--- src/rtl/utc_pkg.sv ---
package utc_pkg;
  localparam int unsigned DefWidth = 8;
endpackage

--- src/rtl/utc_copy.sv ---
module utc_copy #(
  parameter int unsigned WIDTH = utc_pkg::DefWidth
) (
  input  logic             clk_i,
  input  logic             rst_ni,
  input  logic             en_i,
  input  logic [WIDTH-1:0] d_i,
  input  logic [WIDTH-1:0] upset_i,
  output logic [WIDTH-1:0] val_o
);
  logic [WIDTH-1:0] store_q;

  always_ff @(posedge clk_i or negedge rst_ni) begin
    if (!rst_ni)   store_q <= '0;
    else if (en_i) store_q <= d_i;
    else           store_q <= store_q ^ upset_i;
  end

  assign val_o = store_q;

  a_r3_hold_copy: assert property (@(posedge clk_i) disable iff (!rst_ni)
    (!en_i && upset_i == '0) |=> $stable(val_o));
  a_r4_flip: assert property (@(posedge clk_i) disable iff (!rst_ni)
    (!en_i && upset_i != '0) |=> (val_o == ($past(val_o) ^ $past(upset_i))));
endmodule

--- src/rtl/utc_merge.sv ---
module utc_merge #(
  parameter int unsigned WIDTH = utc_pkg::DefWidth
) (
  input  logic             clk_i,
  input  logic             rst_ni,
  input  logic [WIDTH-1:0] a_i,
  input  logic [WIDTH-1:0] b_i,
  output logic [WIDTH-1:0] q_o
);
  logic [WIDTH-1:0] keep_q;

  for (genvar k = 0; k < WIDTH; k++) begin : g_celem
    // C-element: follow when inputs agree, else keeper value
    assign q_o[k] = (a_i[k] == b_i[k]) ? a_i[k] : keep_q[k];
  end

  always_ff @(posedge clk_i or negedge rst_ni) begin
    if (!rst_ni) keep_q <= '0;
    else         keep_q <= q_o;
  end

  a_r5_keep: assert property (@(posedge clk_i) disable iff (!rst_ni)
    ((q_o ^ $past(q_o)) & (a_i ^ b_i)) == '0);
endmodule

--- src/rtl/upset_tolerant_cell.sv ---
module upset_tolerant_cell #(
  parameter int unsigned WIDTH = utc_pkg::DefWidth
) (
  input  logic             clk_i,
  input  logic             rst_ni,
  input  logic             en_i,
  input  logic [WIDTH-1:0] d_i,
  input  logic [WIDTH-1:0] upset_a_i,
  input  logic [WIDTH-1:0] upset_b_i,
  output logic [WIDTH-1:0] q_o,
  output logic             mismatch_o
);
  logic [WIDTH-1:0] copy_a, copy_b;

  utc_copy #(.WIDTH(WIDTH)) u_copy_a (
    .clk_i, .rst_ni, .en_i, .d_i, .upset_i(upset_a_i), .val_o(copy_a));
  utc_copy #(.WIDTH(WIDTH)) u_copy_b (
    .clk_i, .rst_ni, .en_i, .d_i, .upset_i(upset_b_i), .val_o(copy_b));

  utc_merge #(.WIDTH(WIDTH)) u_merge (
    .clk_i, .rst_ni, .a_i(copy_a), .b_i(copy_b), .q_o);

  assign mismatch_o = |(copy_a ^ copy_b);

  a_r2_capture: assert property (@(posedge clk_i) disable iff (!rst_ni)
    en_i |=> (!mismatch_o && q_o == $past(d_i)));
  a_r8_mismatch_stable: assert property (@(posedge clk_i) disable iff (!rst_ni)
    (!en_i && upset_a_i == '0 && upset_b_i == '0) |=> $stable(mismatch_o));
  a_r1_reset: assert property (@(posedge clk_i)
    !rst_ni |-> (q_o == '0 && !mismatch_o));
endmodule

--- config.mk ---
export PLATFORM = sky130hd
export DESIGN_NAME = upset_tolerant_cell
export DESIGN_NICKNAME = d
export VERILOG_FILES = /design/src/rtl/utc_pkg.sv /design/src/rtl/utc_copy.sv /design/src/rtl/utc_merge.sv /design/src/rtl/upset_tolerant_cell.sv
export SDC_FILE = /design/constraint.sdc
export NUM_CORES = 1
export LEC_CHECK = 0
export BUFFER_PORTS_ARGS = -buffer_cell sky130_fd_sc_hd__buf_2
export CAP_MARGIN = 10
export CORE_UTILIZATION = 40
export CTS_CLUSTER_DIAMETER = 30
export CTS_CLUSTER_SIZE = 40
export DETAILED_ROUTE_END_ITERATION = 10
export PLACE_DENSITY = 0.64
export SETUP_SLACK_MARGIN = 0.5
export SYNTH_ARGS = -nofsm -noshare
export SYNTH_HDL_FRONTEND = slang
export SYNTH_SLANG_ARGS = --single-unit
--- constraint.sdc ---
create_clock -name clk_i -period 1.2 [get_ports clk_i]
set_input_delay 0.18 -clock clk_i [delete_from_list [all_inputs] [get_ports clk_i]]
set_output_delay 0.18 -clock clk_i [all_outputs]
set_load 0.02 [all_outputs]
# Word level (Yosys, flattened, before mapping)
# Index checks and enable logic that the tools add are counted.
[totals]
elab_cells = 25
regBits = 24
inputBits = 27
out_inout_bits = 9
[classes]
reduce_logical = 1
n_mux = 10
n_bitwise = 3
n_eq_ne = 8
[ops]
columns = ["operator", "n"]
rows = [
  ["$xor A8 B8 Y8", 3],
  ["$mux W8", 2],
  ["$eq A1 B1 Y1", 8],
  ["$mux W1", 8],
  ["$reduce_or A8 Y1", 1],
]

# Longest topological paths before layout
[depth]
word_depth = 2
depth_mapped = 3
mapped_depth_nobuf = 3

# By module
# From an unflattened synthesis, not the netlist that was laid out.
[hier_totals]
hier_cells = 93
hier_area_um2 = 1079.8
[modules_own_cells]
columns = ["module", "area_each_um2", "n_inst", "cells_per_inst", "seq_area_each_um2"]
rows = [
  ["utc_copy", 351.6, 2, 33, 200.2],
  ["utc_merge", 290.3, 1, 16, 200.2],
  ["upset_tolerant_cell", 86.3, 1, 11, 0.0],
]

# Worst setup path after synthesis
# Ideal clock, no wire load.
[synth_timing]
path_type = "flip-flop to output port"
startpoint = "register u_copy_b.store_q[0] (netlist: u_copy_b.val_o[0])"
endpoint = "output port mismatch_o"
t_arrival_ns = 0.981
required_time_ns = 1.020
path_slack_ns = 0.039
stages_incl_launch_ff = 4
path_cell_list = "dfrtp_1 xor2_1 nor4_1 nand2_1"
[synth_via]
elab_chain_cells = 2
[synth_lines]
columns = ["element", "line_no", "source"]
rows = [
  ["start, declared", "utc_copy.sv:11", "logic [WIDTH-1:0] store_q;"],
  ["start signal, assigned", "utc_copy.sv:15", "else if (en_i) store_q <= d_i;"],
  ["start signal, assigned", "utc_copy.sv:16", "else store_q <= store_q ^ upset_i;"],
  ["$xor A8 B8 Y8", "upset_tolerant_cell.sv:23", "assign mismatch_o = |(copy_a ^ copy_b);"],
  ["$reduce_or A8 Y1", "upset_tolerant_cell.sv:23", ""],
  ["end, declared", "upset_tolerant_cell.sv:11", "output logic mismatch_o"],
]
# Every way passes these cells.

# Worst setup path after layout
# Same ends and word-level chain as after synthesis.

==> results.ini <==
[outcome]
outcome = finished, violations left
violations = negative hold slack, negative setup slack

[drt]
drt_iter0_markers = 11
drtPass1Iterations = 2
num_vias = 885
drt-wirelength-per-cell_um = 11.8
drc = 0
routed_wirelength_um = 2370
ant_nets = 0
via_per_inst = 4.40

[placement]
dp_cells = 178
portBuffers = 35
dp_hpwl_um = 1500
gp_congestion = 0.692

[sta]
setup_slack_ps = -428
tightest_slew_ps = 551
period_share_pct = 136
hold_slack_ps = -173
relSlewSlack_pct = 63.3
setup_viol = 11
finalHoldViolCount = 24
fin_skew_ps = 7.29
max_freq_mhz = 614
slew_viol_final = 0
fin_crit_ps = 1630
grt_setup_unrepaired = true

[floorplanning]
core_area_mm2 = 0.00252
dieWidth_um = 54.1
ios = 36
dieArea_mm2 = 0.00293
dieHeight_um = 54.1
start_util_pct = 43.1
num_rows = 18

[critical_path]
slowest_delay_ps = 430
timing.rr.end = u_merge.keep_q[4]
cp_data_required_time_ps = 1020
setup.worst_path.start_class = register
cp_num_cells = 4
path_class = register to output port
slowest_stage = dfrtp_1
startpoint = u_copy_b.val_o[0]
reg2reg_from = u_copy_b.val_o[4]
cp_num_buf_inv = 1
critPathCapture = mismatch_o
path_delay_family = flip-flops
r2r_setup_slack_ps = -80
r2r_cells = 5
critPathArrivalTime_ps = 1450
crit_chain = xor2_1 > nor4_2 > nand2_1 > buf_6
cp_max_fo = 2
end_kind = output port

[grt]
antenna_found_initial = 0
grt_pass1_wl_um = 3440
track_usage_pct = 17.1
grt_pass1_vias = 814
grt_max_degree = 25
overflow = 0

[layout]
fill_cells = 187
stdcell_count = 201
area_delta_synth_final_pct = 63.1
finalNetCount = 199
drive_gt1_share_pct = 49.1
final_util_pct = 70.3
n_antenna_cell = 0

[clocking]
numCtsBuffers = 3
cts_max_level = 1
cts_root_buffer = clkbuf_4
cts_tree = done
clock_latency_ps = 320
cts_buffer_depth = 2
cts_sinks = 24
clkSlewWorstSetupHoldPaths_ps = 140

[yosys]
syn_area_per_cell_um2 = 10.8
synth_nets = 128
synth-seq-cells = 24
yosys.area.top_type = dfrtp_1
ys_seq_area_share_pct = 55.2
ys_types = 8
netlist_top_cells_count = nor2_1, dfrtp_1, xor2_1, maj3_1, nor2b_1
synth_edf_count = 0
yosys_warnings = 0
synthTopCellsByArea = dfrtp_1, xor2_1, nor2_1, maj3_1, nor2b_1
synthFlopType = dfrtp_1
synthesis.area_mm2 = 0.00109
synth_most_common_cell = nor2_1
synth_top_area_share_pct = 55.2
synthArstFlopShare_pct = 100
synth_cells = 101

[power]
total_power_uw = 2390
power.density_mw_per_mm2 = 1350
p_leak_uw = 0.000838
vdd_ir_drop_max_uv = 940

[worst_hold_path]
min_path_type = input port to asynchronous set/reset pin

[job]
maxCapViolCount = 0

-- how the worst min path moves through the flow --
stage	startpoint	slack (ps)	endpoint
after CTS	rst_ni	-150	u_merge.keep_q[3]
after detailed placement	rst_ni	200	u_merge.keep_q[6]
final	rst_ni	-170	u_copy_a.val_o[3]
after floorplan	rst_ni	-120	u_copy_a.val_o[0]
after global placement	rst_ni	180	u_merge.keep_q[6]
after global routing	rst_ni	-140	u_merge.keep_q[3]
-- cell type report --
class	count	area [um^2]	area share [%]
multi-input combinational	75	514	29.0
sequential	24	601	33.9
tap	30	37.5	2.12
timing repair buffer	68	584	33.0
clock buffer	4	36.3	2.05
-- metrics by stage --
| stage | area, um^2 | worst slack, ps | hold WS [ps] | setup TNS, ps |
|---|---|---|---|---|
| 4_1_cts | 1640 | -448 | -152 | -2890 |
| 6_report | 1770 | -428 | -173 | -3370 |
| 2_1_floorplan | 1090 | 40.4 | -116 | 0 |
| 5_1_grt | 1770 | -526 | -141 | -3880 |
| 3_3_place_gp | 1400 | -65.4 | 184 | -70.3 |
| 3_5_place_dp | 1400 | -79.8 | 200 | -118 |
-- placed cells by master (no fill, tap or decap) --
| cell type | n |
|---|---|
| buf_4 | 5 |
| buf_2 | 26 |
| dfrtp_1 | 24 |
| nor2_1 | 32 |
| xor2_2 | 2 |
| xor2_1 | 22 |
| clkbuf_8 | 1 |
| buf_6 | 37 |
| maj3_2 | 8 |
| nor2b_1 | 8 |
| nor4_2 | 2 |
| clkbuf_4 | 3 |
| nand2_1 | 1 |
-- state kept, by name, summed over array words and instances, names as in the netlist --
signal and cells:
u_copy_a.val_o 8, u_copy_b.val_o 8, u_merge.keep_q 8
-- cells by family after synthesis --
family / synth area share, %
AND/OR/NAND/NOR: 17.1
flip-flops: 55.2
adder cells (fa/ha/maj): 7.37
XOR/XNOR: 19.3
buffers and inverters: 0.921
-- worst register-to-register path, cell delays in order (launching register included) --
cell and delay [ps]:
dfrtp_1 430, buf_6 120, buf_6 100, maj3_2 320, buf_6 130, buf_6 100
-- per-layer routing --
metal / share of wire, % / up-vias / track usage [%]
met5: 0 / - / 0
met4: 1.9 / 0 / 8.97
met3: 3.1 / 4 / 1.69
met2: 51 / 20 / 27.8
met1: 44 / 406 / 22.0
li1: - / 455 / -
-- report_power, final --
group          internal (uW)  switching, uW  total [uW]
Sequential               935           85.0        1020
Combinational            552            379         932
Clock                    185            253         439
-- timing repair --
item                       in CTS  in global routing
setup endpoints to repair      33                 33
hold endpoints to repair       24                 24
resized for setup              39                 14
pin swaps                      20                 20
buffers inserted               10                  9
No activity file was read; power rests on OpenSTA's default activity.
